$ cat config.mk
export PLATFORM = sky130hd
export DESIGN_NAME = vid_blank_gen
export DESIGN_NICKNAME = d
export VERILOG_FILES = /design/src/rtl/vbg_pkg.sv /design/src/rtl/vbg_sync_edge.sv /design/src/rtl/vbg_line_track.sv /design/src/rtl/vbg_bp_timer.sv /design/src/rtl/vid_blank_gen.sv
export SDC_FILE = /design/constraint.sdc
export NUM_CORES = 1
export LEC_CHECK = 0
export CORE_ASPECT_RATIO = 0.5
export CORE_MARGIN = 3
export CORE_UTILIZATION = 45
export CTS_CLUSTER_DIAMETER = 120
export CTS_CLUSTER_SIZE = 10
export DETAILED_ROUTE_END_ITERATION = 8
export DONT_BUFFER_PORTS = 1
export GPL_ROUTABILITY_DRIVEN = 0
export SETUP_SLACK_MARGIN = 0.05
export SLEW_MARGIN = 20
export SYNTH_ARGS = -nofsm -noshare
export SYNTH_HDL_FRONTEND = slang
export SYNTH_SLANG_ARGS = --single-unit
export TNS_END_PERCENT = 20
$ cat constraint.sdc
create_clock -name clk -period 2.6 [get_ports clk]
set_input_delay 0.26 -clock clk [delete_from_list [all_inputs] [get_ports clk]]
set_output_delay 0.26 -clock clk [all_outputs]
set_load 0.005 [all_outputs]
$ cat src/rtl/vbg_pkg.sv
package vbg_pkg;
  typedef enum logic {STD_525 = 1'b0, STD_625 = 1'b1} vid_std_e;

  localparam int unsigned S525_TOP_END  = 20;
  localparam int unsigned S525_MID_BEG  = 263;
  localparam int unsigned S525_MID_END  = 283;
  localparam int unsigned S525_LAST     = 525;
  localparam int unsigned S625_TOP_END  = 23;
  localparam int unsigned S625_MID_BEG  = 310;
  localparam int unsigned S625_MID_END  = 335;
  localparam int unsigned S625_TAIL_BEG = 623;
  localparam int unsigned S625_LAST     = 625;

  // Line 0 means "no frame start seen yet" and is always blanked.
  function automatic logic line_blanked(input int unsigned ln, input vid_std_e s);
    if (ln == 0) return 1'b1;
    if (s == STD_525)
      return (ln <= S525_TOP_END) ||
             (ln >= S525_MID_BEG && ln <= S525_MID_END) ||
             (ln == S525_LAST);
    return (ln <= S625_TOP_END) ||
           (ln >= S625_MID_BEG && ln <= S625_MID_END) ||
           (ln >= S625_TAIL_BEG && ln <= S625_LAST);
  endfunction
endpackage

$ cat src/rtl/vbg_sync_edge.sv
module vbg_sync_edge (
  input  logic clk,
  input  logic rst,
  input  logic hsync_n,
  input  logic vsync_n,
  output logic hs_lead,
  output logic vs_lead,
  output logic hs_act
);
  logic hs_s, hs_d, vs_s, vs_d;

  always_ff @(posedge clk) begin
    if (rst) begin
      hs_s <= 1'b1;
      hs_d <= 1'b1;
      vs_s <= 1'b1;
      vs_d <= 1'b1;
    end else begin
      hs_s <= hsync_n;
      hs_d <= hs_s;
      vs_s <= vsync_n;
      vs_d <= vs_s;
    end
  end

  assign hs_lead = hs_d & ~hs_s;
  assign vs_lead = vs_d & ~vs_s;
  assign hs_act  = ~hs_s;


  hs_lead_single_chk: assert property (@(posedge clk) disable iff (rst)
    hs_lead |=> !hs_lead);
endmodule

$ cat src/rtl/vbg_line_track.sv
module vbg_line_track
  import vbg_pkg::*;
#(
  parameter int LINE_W = 10
) (
  input  logic              clk,
  input  logic              rst,
  input  logic              hs_lead,
  input  logic              vs_lead,
  input  logic              hs_act,
  input  vid_std_e          std_in,
  output logic [LINE_W-1:0] line_cnt,
  output logic              field_odd,
  output vid_std_e          std_q
);
  localparam logic [LINE_W-1:0] LINE_MAX = {LINE_W{1'b1}};

  logic vs_pend;
  logic restart;

  assign restart = hs_lead & (vs_pend | vs_lead);

  always_ff @(posedge clk) begin
    if (rst) begin
      vs_pend   <= 1'b0;
      line_cnt  <= '0;
      field_odd <= 1'b0;
      std_q     <= STD_525;
    end else begin
      if (hs_lead)      vs_pend <= 1'b0;
      else if (vs_lead) vs_pend <= 1'b1;

      if (vs_lead) field_odd <= hs_act;

      if (restart) begin
        line_cnt <= LINE_W'(1);
        std_q    <= std_in;
      end else if (hs_lead && line_cnt != '0 && line_cnt != LINE_MAX) begin
        line_cnt <= line_cnt + LINE_W'(1);
      end
    end
  end


  line_hold_chk: assert property (@(posedge clk) disable iff (rst)
    !hs_lead |=> $stable(line_cnt));

  line_restart_chk: assert property (@(posedge clk) disable iff (rst)
    (hs_lead && vs_lead) |=> (line_cnt == LINE_W'(1)));

  field_hold_chk: assert property (@(posedge clk) disable iff (rst)
    !vs_lead |=> $stable(field_odd));

  std_hold_chk: assert property (@(posedge clk) disable iff (rst)
    !(hs_lead && (vs_lead || vs_pend)) |=> $stable(std_q));
endmodule

$ cat src/rtl/vbg_bp_timer.sv
module vbg_bp_timer #(
  parameter int BP_CLKS = 6
) (
  input  logic clk,
  input  logic rst,
  input  logic hs_lead,
  output logic bp_done
);
  localparam int CW = $clog2(BP_CLKS + 1);
  localparam logic [CW-1:0] BP_LOAD = CW'(BP_CLKS);

  logic [CW-1:0] cnt;

  always_ff @(posedge clk) begin
    if (rst)                cnt <= '0;
    else if (hs_lead)       cnt <= BP_LOAD;
    else if (cnt != '0)     cnt <= cnt - CW'(1);
  end

  assign bp_done = (cnt == '0);


  bp_start_chk: assert property (@(posedge clk) disable iff (rst)
    hs_lead |=> !bp_done);
endmodule

$ cat src/rtl/vid_blank_gen.sv
module vid_blank_gen
  import vbg_pkg::*;
#(
  parameter int LINE_W  = 10,
  parameter int BP_CLKS = 6
) (
  input  logic              clk,
  input  logic              rst,
  input  logic              hsync_n,
  input  logic              vsync_n,
  input  logic              ext_blank_n,
  input  logic              pal_mode,
  output logic              field_odd,
  output logic [LINE_W-1:0] line_num,
  output logic              vblank,
  output logic              disp_en
);
  logic hs_lead, vs_lead, hs_act, bp_done, eb_q, vbl_now;
  vid_std_e std_q;

  vbg_sync_edge u_edge (
    .clk(clk), .rst(rst), .hsync_n(hsync_n), .vsync_n(vsync_n),
    .hs_lead(hs_lead), .vs_lead(vs_lead), .hs_act(hs_act)
  );

  vbg_line_track #(.LINE_W(LINE_W)) u_line (
    .clk(clk), .rst(rst), .hs_lead(hs_lead), .vs_lead(vs_lead),
    .hs_act(hs_act), .std_in(vid_std_e'(pal_mode)),
    .line_cnt(line_num), .field_odd(field_odd), .std_q(std_q)
  );

  vbg_bp_timer #(.BP_CLKS(BP_CLKS)) u_bp (
    .clk(clk), .rst(rst), .hs_lead(hs_lead), .bp_done(bp_done)
  );

  assign vbl_now = line_blanked(int'(line_num), std_q);

  always_ff @(posedge clk) begin
    if (rst) begin
      eb_q    <= 1'b0;
      vblank  <= 1'b1;
      disp_en <= 1'b0;
    end else begin
      eb_q    <= ext_blank_n;
      vblank  <= vbl_now;
      disp_en <= eb_q & ~vbl_now & bp_done & ~hs_lead;
    end
  end


  ext_blank_chk: assert property (@(posedge clk) disable iff (rst)
    !eb_q |=> !disp_en);

  excl_blank_chk: assert property (@(posedge clk) disable iff (rst)
    !(vblank && disp_en));

  first_line_chk: assert property (@(posedge clk) disable iff (rst)
    (line_num == LINE_W'(1)) |=> vblank);

  sync_blank_chk: assert property (@(posedge clk) disable iff (rst)
    hs_lead |=> !disp_en);
endmodule

==> results of run 1 <==
[metrics by stage]
step / area [um2] / util [%] / power (W)
floorplan: 1270 / - / 0.000444
global placement: 1260 / 51.8 / 0.000456
detailed placement: 1260 / 51.8 / 0.000458
CTS: 1310 / 53.8 / 0.000685
global route: 1310 / 53.8 / 0.000721
finish: 1310 / 53.8 / 0.000680
[path summary, 6_finish.rpt]
kind                                            to  slack (ns)  cells after the start
worst max-delay path            u_line.line_cnt[0]        0.65                      6
worst min-delay path                   u_bp.cnt[2]        0.05                      1
worst max register to register  u_line.line_cnt[0]        0.65                      6
worst min register to register         u_edge.vs_d        0.45                      1
[cells by family (layout without fill, tap and decap cells)]
group,count (synthesis),in the layout,synth area share [%]
adder cells (fa/ha/maj),5,5,4.93
multiplexers,2,2,1.58
XOR/XNOR,1,1,0.690
AND/OR/NAND/NOR,60,60,30.0
flip-flops,23,23,36.3
AO/OA/AOI/OAI,39,39,20.0
buffers and inverters,14,11,6.60
[worst max-delay path: stages (launching register included)]
cell,delay [ns]
dfxtp_1,0.41
inv_1,0.11
ha_1,0.17
or4b_4,0.48
nor4_4,0.40
or3_1,0.17
a31oi_1,0.07
[power groups by stage]
stage          combinational, W  clock [W]  sequential, W
2_1_floorplan         0.0000598          0       0.000384
3_3_place_gp          0.0000690          0       0.000387
3_5_place_dp          0.0000708          0       0.000387
4_1_cts               0.0000713   0.000234       0.000379
5_1_grt               0.0000822   0.000258       0.000381
6_report              0.0000702   0.000231       0.000379
[cell usage in the layout (no fill, tap or decap), types with 2 or more instances in the layout]
| cell | netlist | routed |
|---|---|---|
| a31oi_1 | 4 | 4 |
| nand2_1 | 4 | 4 |
| nand3_1 | 9 | 9 |
| or3_1 | 7 | 7 |
| or4_1 | 3 | 3 |
| a21oi_1 | 12 | 12 |
| o31ai_1 | 4 | 4 |
| mux2i_1 | 2 | 2 |
| dfxtp_1 | 23 | 23 |
| clkbuf_8 | 1 | 3 |
| nand4_1 | 4 | 4 |
| or2_2 | 7 | 7 |
| nor3_1 | 2 | 2 |
| o21ai_0 | 7 | 7 |
| ha_1 | 5 | 5 |
| o2111ai_1 | 3 | 3 |
| o31a_2 | 2 | 2 |
| nor2_1 | 6 | 6 |
| and2_1 | 2 | 2 |
| nor2b_1 | 4 | 4 |
| o21ai_1 | 2 | 2 |
| inv_1 | 6 | 6 |
[routing by layer]
layer | vias up | GRT usage [%]
met2 | 34 | 24.8
met4 | 0 | 0.673
met3 | 0 | 6.64
met5 | - | 0
met1 | 489 | 23.7
li1 | 531 | -
[area by class of cell]
| class | instances | area [um2] |
|---|---|---|
| multi-input cells | 107 | 726 |
| inverters | 6 | 22.5 |
| fillers | 253 | 1120 |
| well taps | 35 | 43.8 |
| clock inverters | 1 | 7.51 |
| flip-flops and latches | 23 | 460 |
| repair buffers | 1 | 7.51 |
| clock buffers | 3 | 41.3 |
==> results_dict.tcl, run 1 <==
set metrics [dict create \
    cts_tree "yes" \
    cts_buffers 3 \
    die_h_um 43.6 \
    ys_async_sr_fraction_pct 0 \
    outcome "finished clean" \
    clkPwrFrac_pct 34.0 \
    synth_top_area_share_pct 36.3 \
    finalCritPeriodShare_pct 74.8 \
    worst_slack_ns 0.654 \
    grt_pass1_vias 963 \
    io_pins 19 \
    maxCapViolations 0 \
    synth_edf_count 0 \
    syn-cell-area_um2 1270 \
    top_layer_used "met3" \
    portBuffers 0 \
    fin_nets 153 \
    crit_start "u_line.line_cnt[1]" \
    clock-sinks 23 \
    die_width_um 81.1 \
    dp_hpwl_um 1970 \
    fmax_mhz 514 \
    wl_met3_um 211 \
    clock_skew_ns 0.00332 \
    yosysTopAreaCell "dfxtp_1" \
    hold_class "input pin to flip-flop" \
    htreeDepth 1 \
    met2_length_um 1160 \
    cellPowerDensity_nw_per_um2 520 \
    grt_usage_pct 16.6 \
    intPower_w 0.000507 \
    synth_common_cells "dfxtp_1 (23), a21oi_1 (12), nand3_1 (9)" \
    synthToLayoutAreaGrowth_pct 3.05 \
    final_layout_size_suffix_gt1_share_pct 15.6 \
    clk_pin_slew_ns 0.09 \
    seq_area_frac_synth_pct 36.3 \
    synth.area.top_cells "dfxtp_1 (36%), ha_1 (4.9%), a21oi_1 (4.7%)" \
    seqPwrFrac_pct 55.7 \
    initial_core_util_pct 52.2 \
    slew_violations 0 \
    grt-ovfl-total 0 \
    synth_warnings 0 \
    insertion_delay_ns 0.27 \
    antenna_cells 0 \
    wl_um 2770 \
    p_leak_nw 0.443 \
    ir_worst_vdd_mv 0.266 \
    largest_reg_flops 10 \
    start_kind "flip-flop" \
    crit_required_ns 2.73 \
    hold_ws_ns 0.0496 \
    grt_pass1_wl_um 4640 \
    path_class "flip-flop to flip-flop" \
    vias_per_cell 5.99 \
    crit_path_end_kind "flip-flop" \
    syn_inst 144 \
    pwr-share-comb_pct 10.3 \
    final_cell_count_no_fill 176 \
    holdBufCountCts 0 \
    syn_avg_cell_area_um2 8.82 \
    grt_max_degree 20 \
    clk_path_buf_depth 2 \
    post_cts_buffers 0 \
    vias 1054 \
    core_um2 2430 \
    cp_max_fo 8 \
    yosysUniqueCellTypes 44 \
    synth_nets 155 \
    crit_arrival_ns 2.08 \
    cts_resized 0 \
    top_regs "u_line.line_cnt (10), u_bp.cnt (3)" \
    period_needed_ns 1.95 \
    min_from "rst" \
    ant_nets 0 \
    top_register "u_line.line_cnt" \
    hold_violations 0 \
    max-slew-margin-rel_pct 66.0 \
    ys.flop_type "dfxtp_1" \
    root_buffer "clkbuf_8" \
    die_area_um2 3530 \
    routedWlPerCell_um 15.7 \
    rows 12 \
    grt_setup_unrepaired "no" \
    tightest_slew_ns 0.509 \
    switching_power_w 0.000173 \
    yosysMostFrequentCell "dfxtp_1" \
    rr_startpoint "u_line.line_cnt[1]" \
    pre_cts_ws_ns 0.661 \
    antenna_found_initial 0 \
    wirelength_met1_um 1390 \
    synth_seq_cells 23 \
    drcViolationCount 0 \
    switching_share_pct 25.5 \
    detail_route.first_pass.iterations 4 \
    place_inst 172 \
    setup_viol 0 \
    fin_setup_tns_ns 0 \
    drt-initial-drc-count 86 \
]
Note: power is estimated with default switching activity, not from simulation.
==> run 2, diff against run 1 <==
==> constraint.sdc (replaced) <==
create_clock -name clk -period 2 [get_ports clk]
set_input_delay 0.2 -clock clk [delete_from_list [all_inputs] [get_ports clk]]
set_output_delay 0.2 -clock clk [all_outputs]
set_load 0.005 [all_outputs]
==> run 2 against run 1 <==
Against the previous run: non-clock buffer count rose by 9; maximum frequency rose by 4.3%; largest cell class unchanged; die area did not move; combinational power rose by 51%; sequential share of layout area fell by 2.1 points.
==> results_dict.tcl, run 2 (synthesis results as in run 1) <==
set metrics [dict create \
    outcome "finished clean" \
    r2r_cells 6 \
    crit_chain "ha_1 -> nand4_1 -> o31ai_2 -> buf_12 -> or4_1 -> a21oi_1" \
    top_register "u_line.line_cnt" \
    cp_max_fo 19 \
    slew_violations 0 \
    routedWlPerCell_um 14.8 \
    reg2reg_slack_ns 0.14 \
    clock_skew_ns 0.00989 \
    final_layout_size_suffix_gt1_share_pct 20.0 \
    drcViolationCount 0 \
    detail_route.first_pass.iterations 4 \
    min_from "hsync_n" \
    multi_input_area_um2 726 \
    slowest_delay_ns 0.49 \
    grt_setup_unrepaired "yes" \
    largest_reg_flops 10 \
    hold_depth 1 \
    grt-ovfl-total 0 \
    path_class "flip-flop to flip-flop" \
    htreeDepth 1 \
    hold_path_end "u_edge.hs_s" \
    ant_nets 0 \
    drt-initial-drc-count 107 \
    crit_required_ns 2.21 \
    initial_core_util_pct 52.2 \
    mostFrequentLayoutCell "dfxtp_1" \
    rr_startpoint "u_line.line_cnt[0]" \
    ir_worst_vdd_mv 0.444 \
    cts_tree "yes" \
    cellPowerDensity_nw_per_um2 648 \
    die_h_um 43.6 \
    period_needed_ns 1.86 \
    clock-sinks 23 \
    core_um2 2430 \
    io_pins 19 \
    die_area_um2 3530 \
    worstReg2RegEnd "u_line.line_cnt[9]" \
    antenna_found_initial 0 \
    crit_arrival_ns 2.07 \
    grt_pass1_wl_um 4490 \
    max-slew-margin-rel_pct 67.6 \
    die_width_um 81.1 \
    cts_buffers 3 \
    dp_hpwl_um 1990 \
    portBuffers 0 \
    antenna_cells 0 \
    start_kind "flip-flop" \
    fin_nets 162 \
    insertion_delay_ns 0.27 \
    fin_setup_tns_ns 0 \
    crit_path_end_kind "flip-flop" \
    synthToLayoutAreaGrowth_pct 9.56 \
    hold_ws_ns 0.0287 \
    seq_area_um2 460 \
    setup_viol 0 \
    cts_resized 0 \
    grt_max_degree 20 \
    mostFrequentLayoutCells "dfxtp_1 (23), a21oi_1 (12), nand3_1 (9)" \
    grt_usage_pct 16.5 \
    vias 1074 \
    rows 12 \
    root_buffer "clkbuf_8" \
    p_leak_nw 0.495 \
    grt_pass1_vias 910 \
    clk_path_buf_depth 2 \
    maxCapViolations 0 \
    fmax_mhz 536 \
    fillCellCount 227 \
    hold_class "input pin to flip-flop" \
    finalCritPeriodShare_pct 93.2 \
    clk_pin_slew_ns 0.09 \
    wl_um 2740 \
    vias_per_cell 5.81 \
    crit_slowest_cell "or4_1" \
    hold_violations 0 \
    tightest_slew_ns 0.482 \
    top_regs "u_line.line_cnt (10), u_bp.cnt (3)" \
]
==> run 2: final cells by class <==
cell class              instances  area share, %
clock buffers                   3           2.97
clock inverters                 1          0.540
inverters                       6           1.62
multi-input cells             107           52.2
flip-flops and latches         23           33.1
well taps                      35           3.15
repair buffers                 10           6.47
==> run 2: what timing repair did <==
item | 4_1_cts | 5_1_grt
hold endpoints to repair | 8 | 0
buffers inserted | 0 | 1
setup endpoints to repair | 0 | 7
hold buffers | 1 | 0
==> run 2: per-layer routing <==
metal / vias to the layer above / global-route usage (%) / routed length, um / part of all wire (%)
met3: 6 / 7.05 / 181 / 6.6
li1: 553 / - / - / -
met4: 0 / 4.04 / 33 / 1.2
met2: 30 / 23.3 / 1150 / 42
met1: 485 / 23.0 / 1380 / 50
met5: - / 0 / 0 / 0
==> run 2: metrics by stage <==
step | setup WS (ns) | cells | total power [W] | instance area (um2) | util [%]
after floorplan | 0.200 | 144 | 0.000577 | 1270 | -
after global placement | 0.187 | 179 | 0.000600 | 1330 | 54.5
after detailed placement | 0.135 | 179 | 0.000603 | 1330 | 54.5
after CTS | 0.121 | 184 | 0.000911 | 1380 | 56.9
after global routing | 0.0221 | 185 | 0.000941 | 1390 | 57.2
final | 0.135 | 185 | 0.000901 | 1390 | 57.2
==> run 2: how the worst max path moves through the flow <==
stage	start	to	slack, ns	depth (start not counted)
after floorplan	u_line.line_cnt[0]	u_line.line_cnt[0]	0.20	6
after global placement	u_line.line_cnt[0]	u_line.line_cnt[9]	0.19	6
after detailed placement	u_line.line_cnt[1]	u_line.line_cnt[1]	0.13	6
after CTS	u_line.line_cnt[1]	u_line.line_cnt[1]	0.12	6
after global routing	u_line.line_cnt[0]	u_line.line_cnt[9]	0.02	6
final	u_line.line_cnt[0]	u_line.line_cnt[9]	0.14	6
==> run 2: power by group <==
group	leakage, nW	total, W	internal, W	switching (W)
clock network	0.0217	0.000305	0.000141	0.000164
registers	0.188	0.000490	0.000477	0.0000132
logic	0.286	0.000106	0.0000488	0.0000570
total	0.495	0.000901	0.000667	0.000234
==> run 2: worst max-delay path, delay by kind of cell (launching register included) <==
| kind | cells | cell delay [ns] |
|---|---|---|
| AOI/OAI and AO/OA | 2 | 0.26 |
| adders and majority gates | 1 | 0.31 |
| buffers and inverters | 1 | 0.17 |
| DFF | 1 | 0.38 |
| and+or+nand+nor | 2 | 0.67 |
==> run 3, diff against run 2 <==
--- a/config.mk
+++ b/config.mk
@@ -5,6 +5,7 @@
 export SDC_FILE = /design/constraint.sdc
 export NUM_CORES = 1
 export LEC_CHECK = 0
+export ABC_AREA = 1
 export CORE_ASPECT_RATIO = 0.5
 export CORE_MARGIN = 3
 export CORE_UTILIZATION = 45
==> run 3 against run 2 <==
Against the previous run: die area shrank 1.2%; critical path type unchanged; sequential power is essentially flat; clock power hardly changed; synthesized cell count grew 26%; wire length down 0.29%; clock skew fell by 0.0071 ns; critical path depth is 2 higher; core utilization shrank 1.9 points.
==> results_dict.tcl, run 3 <==
set metrics [dict create \
    synth_nets 193 \
    die_width_um 80.6 \
    largest_reg_flops 10 \
    fin_setup_tns_ns 0 \
    grt_max_degree 15 \
    synth.area.top_cells "dfxtp_1 (37%), nand2_1 (18%), a21oi_1 (6.0%)" \
    dp_hpwl_um 1990 \
    syn_inst 182 \
    grt_pass1_vias 953 \
    die_h_um 43.3 \
    htreeDepth 1 \
    post_cts_buffers 0 \
    crit_required_ns 2.15 \
    die_area_um2 3490 \
    mostFrequentLayoutCell "nand2_1" \
    synth_common_cells "nand2_1 (61), dfxtp_1 (23), inv_1 (19)" \
    tightest_slew_ns 0.419 \
    synthToLayoutAreaGrowth_pct 6.79 \
    slew_violations 0 \
    hold_class "input pin to flip-flop" \
    yosysMostFrequentCell "nand2_1" \
    yosysTopAreaCell "dfxtp_1" \
    drcViolationCount 0 \
    detail_route.first_pass.iterations 4 \
    routedWlPerCell_um 12.4 \
    clk_path_buf_depth 2 \
    antenna_cells 0 \
    cellPowerDensity_nw_per_um2 663 \
    start_kind "flip-flop" \
    path_class "flip-flop to flip-flop" \
    synth_mux_area_share_pct 0 \
    grt_pass1_wl_um 4410 \
    period_needed_ns 1.71 \
    wl_um 2730 \
    hold_violations 0 \
    ys_async_sr_fraction_pct 0 \
    crit_arrival_ns 1.86 \
    seq_area_frac_synth_pct 36.8 \
    initial_core_util_pct 51.8 \
    ys.flop_type "dfxtp_1" \
    drt-initial-drc-count 111 \
    vias_per_cell 5.00 \
    final_util_pct 55.3 \
    portBuffers 0 \
    cts_resized 0 \
    top_regs "u_line.line_cnt (10), u_bp.cnt (3)" \
    outcome "finished clean" \
    synth_compound_area_share_pct 9.09 \
    rows 12 \
    fmax_mhz 585 \
    grt_setup_unrepaired "no" \
    crit_path_end_kind "flip-flop" \
    synth_top_family_by_area "simple AND/OR/NAND/NOR gates" \
    max-slew-margin-rel_pct 71.9 \
    synth_seq_cells 23 \
    synth_edf_count 0 \
    clock-sinks 23 \
    root_buffer "clkbuf_8" \
    fin_nets 197 \
    yosysUniqueCellTypes 24 \
    place_inst 215 \
    holdBufCountCts 1 \
    antenna_found_initial 0 \
    mostFrequentLayoutCells "nand2_1 (61), dfxtp_1 (23), inv_1 (19)" \
    ir_worst_vdd_mv 0.358 \
    cp_max_fo 9 \
    cts_buffers 3 \
    setup_viol 0 \
    cts_tree "yes" \
    ant_nets 0 \
    syn-cell-area_um2 1250 \
    insertion_delay_ns 0.27 \
    vias 1099 \
    synth_top_area_share_pct 36.8 \
    clk_pin_slew_ns 0.09 \
    power_w 0.000886 \
    p_leak_nw 0.589 \
    hold_ws_ns 0.0168 \
    final_layout_size_suffix_gt1_share_pct 7.03 \
    finalCritPeriodShare_pct 85.5 \
    syn_avg_cell_area_um2 6.88 \
    maxCapViolations 0 \
    synth_xor_area_share_pct 5.59 \
    final_cell_count_no_fill 220 \
    synth_adder_area_share_pct 5.00 \
    clock_skew_ns 0.00275 \
    grt-ovfl-total 0 \
    core_um2 2420 \
    io_pins 19 \
    top_register "u_line.line_cnt" \
    synth_warnings 0 \
    synthSimpleGateAreaFrac_pct 34.7 \
    grt_usage_pct 16.6 \
]
-- run 3: cell count changes in the layout (fill, tap and decap cells not counted), moves of 6 or more --
cell     change
xor2_1       +7
inv_1       +13
buf_4        -6
nor2_1      +12
nand2_1     +57
or3_1        -7
-- run 3: worst paths after layout --
check                     start                 end  slack, ns  cells after the start
min                 ext_blank_n                eb_q       0.02                      2
max          u_line.line_cnt[1]  u_line.line_cnt[8]       0.29                      8
min reg2reg         u_edge.vs_s         u_edge.vs_d       0.43                      2
max reg2reg  u_line.line_cnt[1]  u_line.line_cnt[8]       0.29                      8
-- run 3: worst max-delay path: stages, from the launching register on --
cell      delay, ns
dfxtp_1        0.45
ha_1           0.29
nand3_4        0.13
nor2_4         0.13
nand2_1        0.07
nand3_2        0.08
clkinv_1       0.23
nand2_1        0.15
a21oi_1        0.07
-- run 3: cell type report --
type / instances / area (um2)
Clock inverter: 1 / 7.51
Tap cell: 35 / 43.8
Multi-Input combinational cell: 134 / 681
Sequential cell: 23 / 460
Clock buffer: 3 / 41.3
Inverter: 21 / 78.8
Timing Repair Buffer: 3 / 25.0
Fill cell: 253 / 1080
-- run 3: where the power goes --
group | switching [W] | internal (W)
clock | 0.000163 | 0.000141
combinational | 0.0000573 | 0.0000345
sequential | 0.0000128 | 0.000478
-- run 3: logic make-up (layout without fill, tap and decap cells) --
| logic type | Yosys count | after routing |
|---|---|---|
| flops | 23 | 23 |
| compound gates | 22 | 22 |
| simple gates | 99 | 99 |
| fa+ha+maj | 5 | 5 |
| xor+xnor | 8 | 8 |
| buf+inv | 25 | 28 |
-- run 3: per-layer routing --
metal,track usage (%),up-vias,wire [um]
li1,-,575,-
met1,22.7,473,1340
met2,23.5,48,1120
met3,7.20,3,255
met4,4.71,0,19
met5,0,-,0
-- run 3: stage by stage --
stage | instance area, um2 | setup WS (ns)
3_5_place_dp | 1280 | 0.301
5_1_grt | 1340 | 0.121
4_1_cts | 1340 | 0.291
3_3_place_gp | 1280 | 0.345
6_report | 1340 | 0.289
2_1_floorplan | 1250 | 0.445
